File: src/rtl/ext_mem_pkg.sv
package ext_mem_pkg;
  typedef enum logic [1:0] {RG_NONE, RG_MEM0, RG_MEM1, RG_IO} region_e;
  typedef enum logic [1:0] {ST_IDLE, ST_XFER, ST_RESP} state_e;

  // width field -> log2 of byte count; 11 treated as 32 bit
  function automatic logic [1:0] width_log(input logic [1:0] f);
    return (f == 2'b11) ? 2'd2 : f;
  endfunction
endpackage

File: src/rtl/ext_mem_decode.sv
module ext_mem_decode
  import ext_mem_pkg::*;
#(
  parameter int ADDR_W = 24
) (
  input  logic [ADDR_W-1:0] addr_i,
  output region_e           region_o
);
  logic [7:0] top;
  assign top = addr_i[ADDR_W-1 -: 8];

  always_comb begin
    if (top < 8'h80)                      region_o = RG_MEM0;
    else if (top >= 8'h90)                region_o = RG_MEM1;
    else if (top[7:3] == 5'b10001)        region_o = RG_MEM0;
    else if (top == 8'h81 || top == 8'h82) region_o = RG_IO;
    else                                  region_o = RG_NONE;
  end
endmodule

File: src/rtl/ext_mem_beat.sv
module ext_mem_beat #(
  parameter int BA_W   = 26,
  parameter int DATA_W = 32
) (
  input  logic [BA_W-1:0]   base_i,
  input  logic [1:0]        dl_i,
  input  logic [1:0]        pl_i,
  input  logic [1:0]        k_i,
  output logic [BA_W-1:0]   baddr_o,
  output logic [3:0]        mask_o,
  output logic [1:0]        off_o,
  output logic [DATA_W-1:0] nmask_o
);
  logic [1:0] nlog;
  logic [3:0] span;

  assign nlog    = (dl_i < pl_i) ? dl_i : pl_i;
  assign baddr_o = base_i + (BA_W'(k_i) << pl_i);

  always_comb begin
    case (pl_i)
      2'd0:    off_o = 2'd0;
      2'd1:    off_o = {1'b0, baddr_o[0]};
      default: off_o = baddr_o[1:0];
    endcase
    case (nlog)
      2'd0:    begin span = 4'b0001; nmask_o = DATA_W'(32'h0000_00FF); end
      2'd1:    begin span = 4'b0011; nmask_o = DATA_W'(32'h0000_FFFF); end
      default: begin span = 4'b1111; nmask_o = '1; end
    endcase
  end

  assign mask_o = span << off_o;
endmodule

File: src/rtl/ext_mem_pins.sv
module ext_mem_pins (
  input  logic       active_i,
  input  logic [1:0] pl_i,
  input  logic [1:0] blo_i,
  input  logic [3:0] mask_i,
  output logic [3:0] ln_o
);
  always_comb begin
    if (!active_i) ln_o = 4'hF;
    else begin
      case (pl_i)
        2'd0:    ln_o = {blo_i[1], blo_i[0], 1'b1, 1'b0};
        2'd1:    ln_o = {blo_i[1], 1'b1, ~mask_i[1], ~mask_i[0]};
        default: ln_o = ~mask_i;
      endcase
    end
  end
endmodule

File: src/rtl/ext_mem_ctrl.sv
module ext_mem_ctrl
  import ext_mem_pkg::*;
#(
  parameter int ADDR_W  = 24,
  parameter int DATA_W  = 32,
  parameter int IO_WAIT = 1
) (
  input  logic              clk_i,
  input  logic              rst_ni,
  input  logic              req_valid_i,
  output logic              req_ready_o,
  input  logic [ADDR_W-1:0] req_addr_i,
  input  logic              req_we_i,
  input  logic              req_fetch_i,
  input  logic [DATA_W-1:0] req_wdata_i,
  output logic              rsp_valid_o,
  output logic [DATA_W-1:0] rsp_rdata_o,
  output logic              rsp_err_o,
  input  logic [3:0]        cfg0_i,
  input  logic [3:0]        cfg1_i,
  input  logic              prog_w16_i,
  output logic [ADDR_W-1:0] ext_addr_o,
  output logic [DATA_W-1:0] ext_wdata_o,
  input  logic [DATA_W-1:0] ext_rdata_i,
  output logic              ext_rd_o,
  output logic [3:0]        grp0_ln_o,
  output logic [3:0]        grp1_ln_o,
  output logic              io_strb_no,
  input  logic              ext_rdy_i
);
  localparam int BA_W  = ADDR_W + 2;
  localparam int IOC_W = (IO_WAIT < 1) ? 1 : $clog2(IO_WAIT + 1);
  localparam int SH_W  = $clog2(DATA_W) + 1;

  state_e             state;
  region_e            a_region, r_region;
  logic [ADDR_W-1:0]  r_addr;
  logic               r_we, r_err;
  logic [DATA_W-1:0]  r_wdata, r_acc;
  logic [1:0]         r_dl, r_pl, r_last, r_k;
  logic [IOC_W-1:0]   r_iocnt;

  logic [3:0]         a_cfg;
  logic [1:0]         a_dl, a_pl, a_last;
  logic               a_err, accept, xfer, beat_done;

  logic [BA_W-1:0]    base, baddr;
  logic [3:0]         mask;
  logic [1:0]         off;
  logic [DATA_W-1:0]  nmask, piece, wchunk;
  logic [SH_W-1:0]    sh_k, sh_off;

  ext_mem_decode #(.ADDR_W(ADDR_W)) u_dec (.addr_i(req_addr_i), .region_o(a_region));

  // request classification at accept
  always_comb begin
    a_cfg = (a_region == RG_MEM1) ? cfg1_i : cfg0_i;
    a_err = 1'b0;
    if (a_region == RG_IO) begin
      a_dl = 2'd2; a_pl = 2'd2;
    end else if (req_fetch_i) begin
      a_dl  = 2'd2;
      a_pl  = prog_w16_i ? 2'd1 : 2'd2;
      a_err = (a_region != RG_NONE) && (width_log(a_cfg[1:0]) == 2'd0);
    end else begin
      a_dl = width_log(a_cfg[3:2]);
      a_pl = width_log(a_cfg[1:0]);
    end
    if (a_dl > a_pl) a_last = (a_dl - a_pl == 2'd2) ? 2'd3 : 2'd1;
    else             a_last = 2'd0;
  end

  assign accept    = (state == ST_IDLE) && req_valid_i;
  assign xfer      = (state == ST_XFER);
  assign beat_done = xfer && ext_rdy_i && (r_iocnt == '0);

  assign base = BA_W'(r_addr) << r_dl;

  ext_mem_beat #(.BA_W(BA_W), .DATA_W(DATA_W)) u_beat (
    .base_i(base), .dl_i(r_dl), .pl_i(r_pl), .k_i(r_k),
    .baddr_o(baddr), .mask_o(mask), .off_o(off), .nmask_o(nmask)
  );

  assign sh_k   = SH_W'(r_k) << ({1'b0, r_pl} + 3'd3);
  assign sh_off = SH_W'(off) << 3;
  assign piece  = (ext_rdata_i >> sh_off) & nmask;
  assign wchunk = (r_wdata >> sh_k) & nmask;

  always_ff @(posedge clk_i or negedge rst_ni) begin
    if (!rst_ni) begin
      state    <= ST_IDLE;
      r_region <= RG_NONE;
      r_addr   <= '0;
      r_we     <= 1'b0;
      r_err    <= 1'b0;
      r_wdata  <= '0;
      r_acc    <= '0;
      r_dl     <= '0;
      r_pl     <= '0;
      r_last   <= '0;
      r_k      <= '0;
      r_iocnt  <= '0;
    end else begin
      case (state)
        ST_IDLE: if (accept) begin
          r_region <= a_region;
          r_addr   <= req_addr_i;
          r_we     <= req_we_i && !req_fetch_i;
          r_wdata  <= req_wdata_i;
          r_dl     <= a_dl;
          r_pl     <= a_pl;
          r_last   <= a_last;
          r_k      <= '0;
          r_acc    <= '0;
          r_err    <= a_err;
          r_iocnt  <= (a_region == RG_IO) ? IOC_W'(IO_WAIT) : '0;
          state    <= (a_region == RG_NONE || a_err) ? ST_RESP : ST_XFER;
        end
        ST_XFER: begin
          if (r_iocnt != '0) r_iocnt <= r_iocnt - 1'b1;
          if (beat_done) begin
            if (!r_we) r_acc <= r_acc | (piece << sh_k);
            if (r_k == r_last) state <= ST_RESP;
            else               r_k   <= r_k + 1'b1;
          end
        end
        default: state <= ST_IDLE;
      endcase
    end
  end

  assign req_ready_o = (state == ST_IDLE);
  assign rsp_valid_o = (state == ST_RESP);
  assign rsp_rdata_o = r_acc;
  assign rsp_err_o   = r_err;

  assign ext_addr_o  = xfer ? baddr[BA_W-1:2] : '0;
  assign ext_rd_o    = !(xfer && r_we);
  assign ext_wdata_o = (xfer && r_we) ? (wchunk << sh_off) : '0;
  assign io_strb_no  = !(xfer && r_region == RG_IO);

  logic [3:0] grp_ln [2];
  for (genvar g = 0; g < 2; g++) begin : g_grp
    ext_mem_pins u_pins (
      .active_i(xfer && (r_region == ((g == 0) ? RG_MEM0 : RG_MEM1))),
      .pl_i(r_pl), .blo_i(baddr[1:0]), .mask_i(mask), .ln_o(grp_ln[g])
    );
  end
  assign grp0_ln_o = grp_ln[0];
  assign grp1_ln_o = grp_ln[1];

  p_one_target_r1: assert property (@(posedge clk_i) disable iff (!rst_ni)
    $onehot0({~&grp0_ln_o, ~&grp1_ln_o, ~io_strb_no}));

  p_write_in_cycle_r2: assert property (@(posedge clk_i) disable iff (!rst_ni)
    !ext_rd_o |-> (!(&grp0_ln_o) || !(&grp1_ln_o) || !io_strb_no));

  p_beat_bound_r6: assert property (@(posedge clk_i) disable iff (!rst_ni)
    xfer |-> (r_k <= r_last));

  p_wait_hold_r7: assert property (@(posedge clk_i) disable iff (!rst_ni)
    (xfer && !ext_rdy_i) |=> ($stable(ext_addr_o) && $stable(grp0_ln_o) &&
                              $stable(grp1_ln_o) && $stable(io_strb_no)));

  p_io_min_len_r8: assert property (@(posedge clk_i) disable iff (!rst_ni)
    $fell(io_strb_no) |=> !io_strb_no);

  p_err_no_cycle_r10: assert property (@(posedge clk_i) disable iff (!rst_ni)
    (rsp_valid_o && rsp_err_o) |-> ($past(state) == ST_IDLE));

  p_rsp_pulse_r11: assert property (@(posedge clk_i) disable iff (!rst_ni)
    rsp_valid_o |=> (!rsp_valid_o && req_ready_o));
endmodule

File: config.mk
export PLATFORM = sky130hd
export DESIGN_NAME = ext_mem_ctrl
export DESIGN_NICKNAME = d
export VERILOG_FILES = /design/src/rtl/ext_mem_pkg.sv /design/src/rtl/ext_mem_decode.sv /design/src/rtl/ext_mem_beat.sv /design/src/rtl/ext_mem_pins.sv /design/src/rtl/ext_mem_ctrl.sv
export SDC_FILE = /design/constraint.sdc
export NUM_CORES = 1
export LEC_CHECK = 0
export CORE_MARGIN = 1.5
export CORE_UTILIZATION = 50
export CTS_BUF_LIST = sky130_fd_sc_hd__clkbuf_8
export DETAILED_ROUTE_END_ITERATION = 6
export DONT_BUFFER_PORTS = 1
export HOLD_SLACK_MARGIN = 0.08
export PLACE_DENSITY = 0.72
export SLEW_MARGIN = 20
export SYNTH_ARGS = -nofsm -noshare
export SYNTH_HDL_FRONTEND = slang
export SYNTH_SLANG_ARGS = --single-unit
File: constraint.sdc
create_clock -name clk_i -period 7.91 [get_ports clk_i]
set_input_delay 0.3955 -clock clk_i [delete_from_list [all_inputs] [get_ports clk_i]]
set_output_delay 0.3955 -clock clk_i [all_outputs]
set_load 0.01 [all_outputs]
Yosys cells after proc, flatten, opt, wreduce, memory -nomap -nowiden
Cells that the tools add are included.

Register bits after elaboration: 103. Input port bits: 103. Word-level logic and storage cells: 125.

Reduce and logical (&&, ||, !) cells: 26. Add/sub/neg operators: 5. Equal/unequal tests: 21. Mux-type cells: 42. Bitwise logic cells: 7. Shift-type cells: 8. $lt $le $gt $ge: 4.

Operators with widths (number): $mux W32 (4); $pmux W32 S2 (2); $and A32 B32 Y32 (2); $mux W2 (21); $or A32 B32 Y32 (1); $shl A32 B5 Y32 (1); $shl A32 B6 Y32 (1); $shr A32 B5 Y32 (1); $shr A32 B6 Y32 (1); $add A26 B26 Y26 (1); $shl A2 B2 Y26 (1); $shl A24 B2 Y26 (1); $mux W24 (1); $eq A2 B2 Y1 const B (8); $eq A8 B8 Y1 const B (2); $pmux W4 S2 (2); $mux W4 (3); $pmux W2 S2 (3); $logic_not A2 Y1 (5); $logic_and A1 B1 Y1 (9); $eq A2 B1 Y1 const B (4); $ge A8 B8 Y1 const B (1); $lt A8 B8 Y1 const B (1); $reduce_and A4 Y1 (2); other kinds (21) (35).

Logic depth before layout (Yosys ltp)
Gate-level depths: netlist (run 1).

Depth after elaboration: 18. Depth in mapped cells: 17. Depth with buffers taken out: 13.

By module
Synthesis (run 1) repeated with hierarchy kept, for this count alone.

Cell total of the unflattened synthesis: 1443. Area, all modules: 11255.8 um2.

By module, submodules not included: ext_mem_ctrl (times used 1, area each 10075.9 um2, seq. area each 2577.5 um2, cells each 1277); ext_mem_beat (times used 1, area each 1013.5 um2, seq. area each 0.0 um2, cells each 143); ext_mem_pins (times used 2, area each 53.8 um2, seq. area each 0.0 um2, cells each 8); ext_mem_decode (times used 1, area each 58.8 um2, seq. area each 0.0 um2, cells each 7).

Least setup slack after synthesis (run 1)
OpenSTA, ideal clock, no wires.

Kind: reg-to-reg. Start: reg r_dl[0]. End: reg r_acc[16], in the netlist rsp_rdata_o[16]. Setup time: 126 ps. Arrival time: 3865 ps. Path slack: 3919 ps. Clock period less this slack: 3991 ps. Cell stages (with the launch flop): 18. Required time: 7784 ps. Buffers on the path: 5. Cell sequence: dfrtp_1 > buf_6 > buf_4 > buf_1 > clkbuf_1 > mux2i_1 > nor2_1 > inv_1 > fa_1 > buf_2 > nor2_1 > a21oi_1 > o221ai_1 > o22ai_1 > a221oi_1 > o21ai_0 > a21boi_0 > o311a_1.

Cells in the longest elaborated chain, start to end: 10.

Ends and longest elaborated chain: start, declared (line ext_mem_ctrl.sv:40) `logic [1:0] r_dl, r_pl, r_last, r_k;`; start signal, assigned (line ext_mem_ctrl.sv:110) `r_dl <= a_dl;`; $shl A24 B2 Y26 / $lt A2 B2 Y1 (equally long branches) (line ext_mem_ctrl.sv:77, ext_mem_beat.sv:17); $add A26 B26 Y26 / $mux W2 (equally long branches) (line ext_mem_beat.sv:18, ext_mem_beat.sv:17); $pmux W2 S2 (tied with other cells) (line ext_mem_beat.sv:21) `case (pl_i)`; $shr A32 B5 Y32 / $pmux W32 S2 (equally long branches) (line ext_mem_ctrl.sv:86, ext_mem_beat.sv:26); $and A32 B32 Y32 (*) (line ext_mem_ctrl.sv:86) `assign piece = (ext_rdata_i >> sh_off) & nmask;`; $shl A32 B6 Y32 (*) (line ext_mem_ctrl.sv:122) `if (!r_we) r_acc <= r_acc | (piece << sh_k);`; $or A32 B32 Y32 (*) (line ext_mem_ctrl.sv:122); $mux W32 (*) (line ext_mem_ctrl.sv:122); $mux W32 (*) (line ext_mem_ctrl.sv:121) `if (beat_done) begin`; $pmux W32 S2 (*) (line ext_mem_ctrl.sv:104) `case (state)`; end signal, assigned (line ext_mem_ctrl.sv:122); end, declared (line ext_mem_ctrl.sv:39) `logic [DATA_W-1:0] r_wdata, r_acc;`.

Every way passes the cells marked *; elsewhere a longest branch is shown, timed or not. The select of a mux whose other input is x is not followed. A chain may end at the register's enable or synchronous reset.

Worst setup path after layout (run 1)
Start: reg r_pl[0]. End: out ext_wdata_o[19].

Cells in the longest elaborated chain, start to end: 7.

Ends and longest elaborated chain: start, declared (line ext_mem_ctrl.sv:40); start signal, assigned (line ext_mem_ctrl.sv:111) `r_pl <= a_pl;`; branches (longest 5 deep; another with $add A26 B26 Y26); $shl A32 B5 Y32 (*) (line ext_mem_ctrl.sv:139) `assign ext_wdata_o = (xfer && r_we) ? (wchunk << sh_off) : '0;`; $mux W32 (*) (line ext_mem_ctrl.sv:139); end, declared (line ext_mem_ctrl.sv:23) `output logic [DATA_W-1:0] ext_wdata_o,`.

Mark *: on every way between the ends.

==> results of run 1 <==
[worst paths after layout]
| path | startpoint | to | slack, ns | cells after the start |
|---|---|---|---|---|
| max | r_pl[0] | ext_wdata_o[19] | 2.43 | 11 |
| max in group asynchronous | rst_ni | rsp_rdata_o[17] | 6.93 | 2 |
| max reg2reg | r_k[0] | rsp_rdata_o[18] | 3.00 | 13 |
| min in group asynchronous | rst_ni | r_addr[10] | 0.54 | 2 |
| min | req_wdata_i[12] | r_wdata[12] | 0.10 | 2 |
| min reg2reg | r_we | r_we | 0.49 | 2 |
[final cells by class]
cell class              instances  area [um^2]
fillers                      2129        10300
multi-input cells            1239         7800
flip-flops and latches        103         2580
repair buffers                 41          375
well taps                     280          350
clock buffers                   9          124
clock inverters                 7          103
inverters                      20         75.1
[flip-flops by register name (all words and copies together), names as in the netlist]
name,cells
r_dl,2
r_last,2
r_k,2
r_wdata,32
r_pl,2
r_region,2
state,2
rsp_err_o,1
r_addr,24
r_we,1
r_iocnt,1
rsp_rdata_o,32
[logic make-up (layout without fill, tap and decap cells)]
kind of cell    Yosys count  after routing  synth area share
compound gates          399            399             0.241
xor+xnor                 21             21            0.0167
fa+ha+maj                15             15            0.0184
buf+inv                 135             77            0.0602
flops                   103            103             0.234
mux                     134            134             0.154
simple gates            670            670             0.276
[synthesized netlist by cell type (all sizes together) (5+ instances only)]
library cell and instances:
and2 12, mux2 28, a221oi 13, a21o 7, o211ai 16, xnor2 10
buf 64, dfrtp 103, nand2b 21, o31ai 11, o32ai 8, o221ai 10
or3 10, a211oi 18, a22oi 17, nor3b 5, o22ai 18, o21ai 91
a2bb2oi 5, o21a 8, inv 19, a21oi 94, or2 6, clkbuf 51
ha 13, mux2i 82, nor2 152, nor3 34, nor2b 20, and3 19
nand2 315, a31oi 18, mux4 24, nand3 39, nand4 13, xor2 11
nor4b 5, a21boi 13
[layer usage]
layer / track usage / vias to the layer above
li1: - / 5250
met1: 0.502 / 5600
met2: 0.561 / 762
met3: 0.0687 / 148
met4: 0.188 / 0
met5: 0 / -
[power groups by stage]
stage          combinational, W  sequential, W  clock, W
6_report                0.00409        0.00110  0.000388
5_1_grt                 0.00436        0.00114  0.000413
4_1_cts                 0.00395        0.00110  0.000399
3_5_place_dp            0.00391        0.00111         0
3_3_place_gp            0.00390        0.00110         0
2_1_floorplan           0.00292       0.000953         0
[through the flow]
stage                     cells  hold WS [ns]  utilization  setup slack (ns)
after global routing       1699        0.0882        0.526              2.10
after floorplan            1477        0.0999            -              3.92
after global placement     1663         0.102        0.505              3.00
final                      1699         0.100        0.526              2.43
after detailed placement   1663         0.102        0.505              2.98
after CTS                  1699        0.0804        0.525              2.53
==> reports/results.tsv, run 1 <==
metric	value	unit
Post-CTS Resized	0	
antenna viol nets, final	0	
syn_area_per_cell	7.45	um^2
final hold violations	0	
area post-placement	10900	um^2
die footprint	22900	um^2
met3 routed WL	4290	um
detailed-router iteration count before antenna repair	6	
clk_skew	0.0160	ns
CTS tree	built	
transition time of the tightest slew-check pin	1.08	ns
CP max stage delay	0.78	ns
Critical Path Sink Type	primary output	
largest net degree at the start of global routing	104	
placeable core region	21700	um^2
FMAX	183	MHz
Initial Util	0.507	
NetSw	0.00330	W
clock sink count	103	
sw frac	0.592	
GPL Wtd Cong	1.04	
power share of the combinational group	0.733	
# rows	54	
CTS Root Cell	clkbuf_8	
max-cap viol count	0	
# Post-CTS Setup Buffers	0	
most frequent cells in the layout	nand2_1, nor2_1, dfrtp_1	
Clock Latency Late Sink	0.40	ns
Req. time, crit path	7.51	ns
Seq/Total Area, Yosys	0.234	
setup TNS	0	ns
ys flop type	dfrtp_1	
min cycle time layout	5.48	ns
synthesized instance count	1477	
Synth Warn #	0	
fin. max-slew vios	0	
Post-synth EDFFs	0	
DR vias	11800	
fraction of layout cells with a size suffix above 1	0.0825	
DIE HEIGHT	151	um
initial antenna violation count	0	
uppermost routed layer	met4	
io pins	204	
htree depth	3	
CTS clk-pin slew, worst paths	0.11	ns
TritonCTS buffer count	9	
fin area	11400	um^2
CP max FO	29	
first-pass GRT wire length	64000	um
drt wl/cell	25.0	um
1st-iter DRT viols	1356	
CTS Hold Bufs	20	
Worst path slowest cell	dfrtp_1	
Area Growth Syn to Fin	3.64	%
IO buf count	0	
wire length on met2	18800	um
# setup viols final	0	
top post-synthesis cells by area	dfrtp_1, nand2_1, mux2i_1	
Post-synth ARST share	1.00	
crit path kind	reg2out	
Int Power	0.00228	W
most common cell after layout, fill and taps aside	nand2_1	
Tcrit/Tclk final	0.692	
Synth area leader	dfrtp_1	
via count of the first global-routing pass	10800	
Clk pwr share	0.070	
WL met1	17100	um
power per cell area	489	nW/um^2
GR Overflow Total	0	
buffers plus inverters on the worst setup path	2	
drt via density	6.92	
Post-Syn Area	11000	um^2
Total Wirelength	42400	um
clock buffer depth	2	
Tot Pwr	0.00558	W
Die W	151	um
dpl hpwl	31600	um
Reg power frac	0.197	
Critical Path AT	5.08	ns
Total GRT Usage	0.370	
Ant. Diodes	0	
Synth top area share	0.234	
Worst path top cell family by delay	compound AO/OA/AOI/OAI gates	
P_leak	4.76	nW
Syn Nets	1595	
peak supply drop	0.000335	V
Worst setup SP type	flop	
Yosys reg bits	103	
residual DRC count	0	
Relative slew margins	0.276	
Hold WC Path Type	in2reg	
Cell variety after synth	86	
fin nets	1532	
crit-path cells	inv_1 > ha_1 > and4_2 > buf_4 > mux2i_1 > mux2i_1 > o21ai_0 > o21ai_0 > a2bb2oi_1 > a31oi_1 > a311oi_1	
RSZ-0062 raised after global routing	false	
status	complete, no violations	
(Power assumes the default switching activity.)
==> run 2: changes to the inputs <==
--- a/config.mk
+++ b/config.mk
@@ -5,6 +5,7 @@
 export SDC_FILE = /design/constraint.sdc
 export NUM_CORES = 1
 export LEC_CHECK = 0
+export ABC_AREA = 1
 export CORE_MARGIN = 1.5
 export CORE_UTILIZATION = 50
 export CTS_BUF_LIST = sky130_fd_sc_hd__clkbuf_8
==> constraint.sdc (replaced) <==
create_clock -name clk_i -period 5.3 [get_ports clk_i]
set_input_delay 0.265 -clock clk_i [delete_from_list [all_inputs] [get_ports clk_i]]
set_output_delay 0.265 -clock clk_i [all_outputs]
set_load 0.01 [all_outputs]
==> run 2 against run 1 <==
Net effect: clock skew up 0.0062 ns; sequential cell count did not move; combinational power grew 69%; sequential power rose by 34%; synthesized cell count grew 22%; cell count is 21% higher; non-clock buffer count up 37; global-route usage shrank 5.3 points; largest power group unchanged.
==> reports/results.tsv, run 2 <==
metric	value	unit	change
status	complete, no violations		
crit path kind	reg2out		
Area Growth Syn to Fin	6.99	%	
Tcrit/Tclk final	0.816		
first-pass GRT wire length	55600	um	-13%
Critical Path AT	4.06	ns	-1.02 ns
Synth Warn #	0		unchanged
# setup viols final	0		unchanged
min cycle time layout	4.33	ns	
most common library cells after synthesis	nand2_1, nand3_1, inv_1, o21ai_0, nor2_1		
most frequent cells in the layout	nand2_1, nand3_1, inv_1		
buffers plus inverters on the worst setup path	3		+1
Seq/Total Area, Yosys	0.245		+0.0111
Ant. Diodes	0		unchanged
clk_skew	0.0222	ns	+0.00618 ns
top post-synthesis cells by area	dfrtp_1, nand2_1, nand3_1		
most common cell after layout, fill and taps aside	nand2_1		
Post-synth ARST share	1.00		unchanged
drt wl/cell	17.0	um	-32%
Initial Util	0.514		+0.00694
fin nets	1896		+24%
Worst path top cell family by delay	simple AND/OR/NAND/NOR gates		
peak supply drop	0.000407	V	+22%
Synth area leader	dfrtp_1		
dpl hpwl	25500	um	-19%
Cell variety after synth	48		-44%
synthesized instance count	1798		+22%
drt via density	5.78		-17%
worst setup path startpoint	r_pl[1]		
Critical Path Sink Type	primary output		
Worst R2R Start	r_pl[1]		
Worst path slowest cell	nand2_1		
1st-iter DRT viols	1170		-14%
transition time of the tightest slew-check pin	1.14	ns	+0.0607 ns
via count of the first global-routing pass	10700		-1.5%
io pins	204		unchanged
Total GRT Usage	0.316		-0.0534
Post-Syn Area	10500	um^2	-4.5%
residual DRC count	0		unchanged
utilization after layout	0.550		+0.0244
clock sink count	103		unchanged
ys flop type	dfrtp_1		
CP max stage delay	0.58	ns	-0.20 ns
GPL Wtd Cong	1.03		-1.4%
CP dominant cell by count	nand2_1		
largest net degree at the start of global routing	104		unchanged
antenna viol nets, final	0		unchanged
Die W	148	um	-2.2%
crit-path cells	inv_1 > ha_1 > inv_1 > nand2_1 > nand2_2 > nand2_1 > clkinv_1 > a21oi_1 > nand2_1 > a21oi_1		
Post-synth EDFFs	0		unchanged
RSZ-0062 raised after global routing	false		
Place WS	1.33	ns	-1.65 ns
FMAX	231	MHz	
syn_area_per_cell	5.84	um^2	-22%
GR Overflow Total	0		unchanged
DIE HEIGHT	148	um	-2.2%
CP max FO	33		+14%
setup TNS	0	ns	unchanged
placed cell count	1976		+19%
CTS clk-pin slew, worst paths	0.10	ns	about the same
CTS tree	built		
power per cell area	792	nW/um^2	+62%
Tot Pwr	0.00890	W	+59%
Worst setup SP type	flop		
die footprint	21900	um^2	-4.4%
count leader, synth	nand2_1		
TritonCTS buffer count	9		unchanged
Yosys reg bits	103		unchanged
max-cap viol count	0		unchanged
Clock Latency Late Sink	0.40	ns	about the same
htree depth	3		unchanged
# rows	52		-3.7%
Synth top area share	0.245		+0.0111
P_leak	5.45	nW	+15%
hold wc startpoint	req_fetch_i		
fin. max-slew vios	0		unchanged
Total Wirelength	34900	um	-18%
Syn Nets	1916		+20%
Req. time, crit path	5.04	ns	-2.47 ns
DR vias	11900		+0.85%
fraction of layout cells with a size suffix above 1	0.0494		-0.0331
clock buffer depth	2		unchanged
CTS Root Cell	clkbuf_8		
Hold WC Path Type	in2reg		
Layout Cells excl Fill	2053		+21%
IO buf count	0		unchanged
FF-to-FF setup slack	1.24	ns	-1.76 ns
Relative slew margins	0.236		-0.0401
initial antenna violation count	0		unchanged
detailed-router iteration count before antenna repair	6		unchanged
placeable core region	20400	um^2	-5.8%
setup ws final	0.975	ns	-1.46 ns
final hold violations	0		unchanged
==> run 2: cell count changes after synthesis, sizes merged, moves of 28 or more <==
cell   change
nand2    +310
nand3    +230
inv      +140
o21ai     +82
mux2i     -79
nor2      -41
mux2      -28
==> run 2: path summary, 6_finish.rpt <==
kind | endpoint | depth (start not counted)
worst max-delay path | ext_wdata_o[23] | 10
worst min-delay path | r_we | 3
worst max register to register | rsp_rdata_o[27] | 16
worst min register to register | r_addr[18] | 2
max in group asynchronous | r_pl[1] | 2
min in group asynchronous | r_wdata[25] | 2
==> run 2: repair_timing <==
action,in CTS,in global routing
gates resized for setup,0,0
setup buffers,0,0
endpoints found under the setup margin,0,0
hold buffers,61,0
hold endpoints to repair,162,0
==> run 2: routing by layer <==
layer,vias to the layer above,global-route usage,wire [um]
li1,5881,-,-
met1,5352,0.434,15400
met2,540,0.481,15200
met3,87,0.0735,3070
met4,0,0.126,1260
met5,-,0,0
==> run 2: worst register-to-register path, stage by stage (launching register included) <==
cell	delay, ns
dfrtp_1	0.47
inv_1	0.22
ha_1	0.29
inv_1	0.10
nand2_1	0.58
nand2_2	0.59
buf_4	0.41
nand2_1	0.11
nand3_1	0.11
nand3_1	0.17
nand3_1	0.11
o21ai_1	0.24
nand2_1	0.12
nand3_1	0.14
nand3_1	0.08
a21oi_1	0.16
nor2_1	0.05
==> run 2: per-stage QoR <==
step	hold slack [ns]	cell area (um^2)
final	0.101	11200
after global routing	0.134	11200
after CTS	0.0999	11200
after detailed placement	-0.0275	10400
after global placement	-0.0280	10400
after floorplan	-0.0306	10500
==> run 2: final cells by class <==
| cell class | instances | area (um^2) |
|---|---|---|
| fill | 2134 | 9190 |
| multi-input combinational | 1424 | 6760 |
| sequential | 103 | 2580 |
| timing repair buffer | 78 | 756 |
| inverter | 162 | 609 |
| tap | 270 | 338 |
| clock buffer | 10 | 138 |
| clock inverter | 6 | 58.8 |
==> run 2: cells by family (layout without fill, tap and decap cells) <==
group                    after synthesis  after routing  synth area share
multiplexers                           3              3           0.00286
AND/OR/NAND/NOR                     1075           1075             0.438
AO/OA/AOI/OAI                        322            322             0.174
adder cells (fa/ha/maj)               15             15            0.0193
flip-flops                           103            103             0.245
XOR/XNOR                               9              9           0.00750
buffers and inverters                271            256             0.112
==> run 2: report_power, final <==
group          total [W]  leakage, nW  switching [W]  internal, W
Sequential       0.00147         1.29       0.000315      0.00116
Combinational    0.00692         4.06        0.00497      0.00196
Clock           0.000510       0.0988       0.000313     0.000196
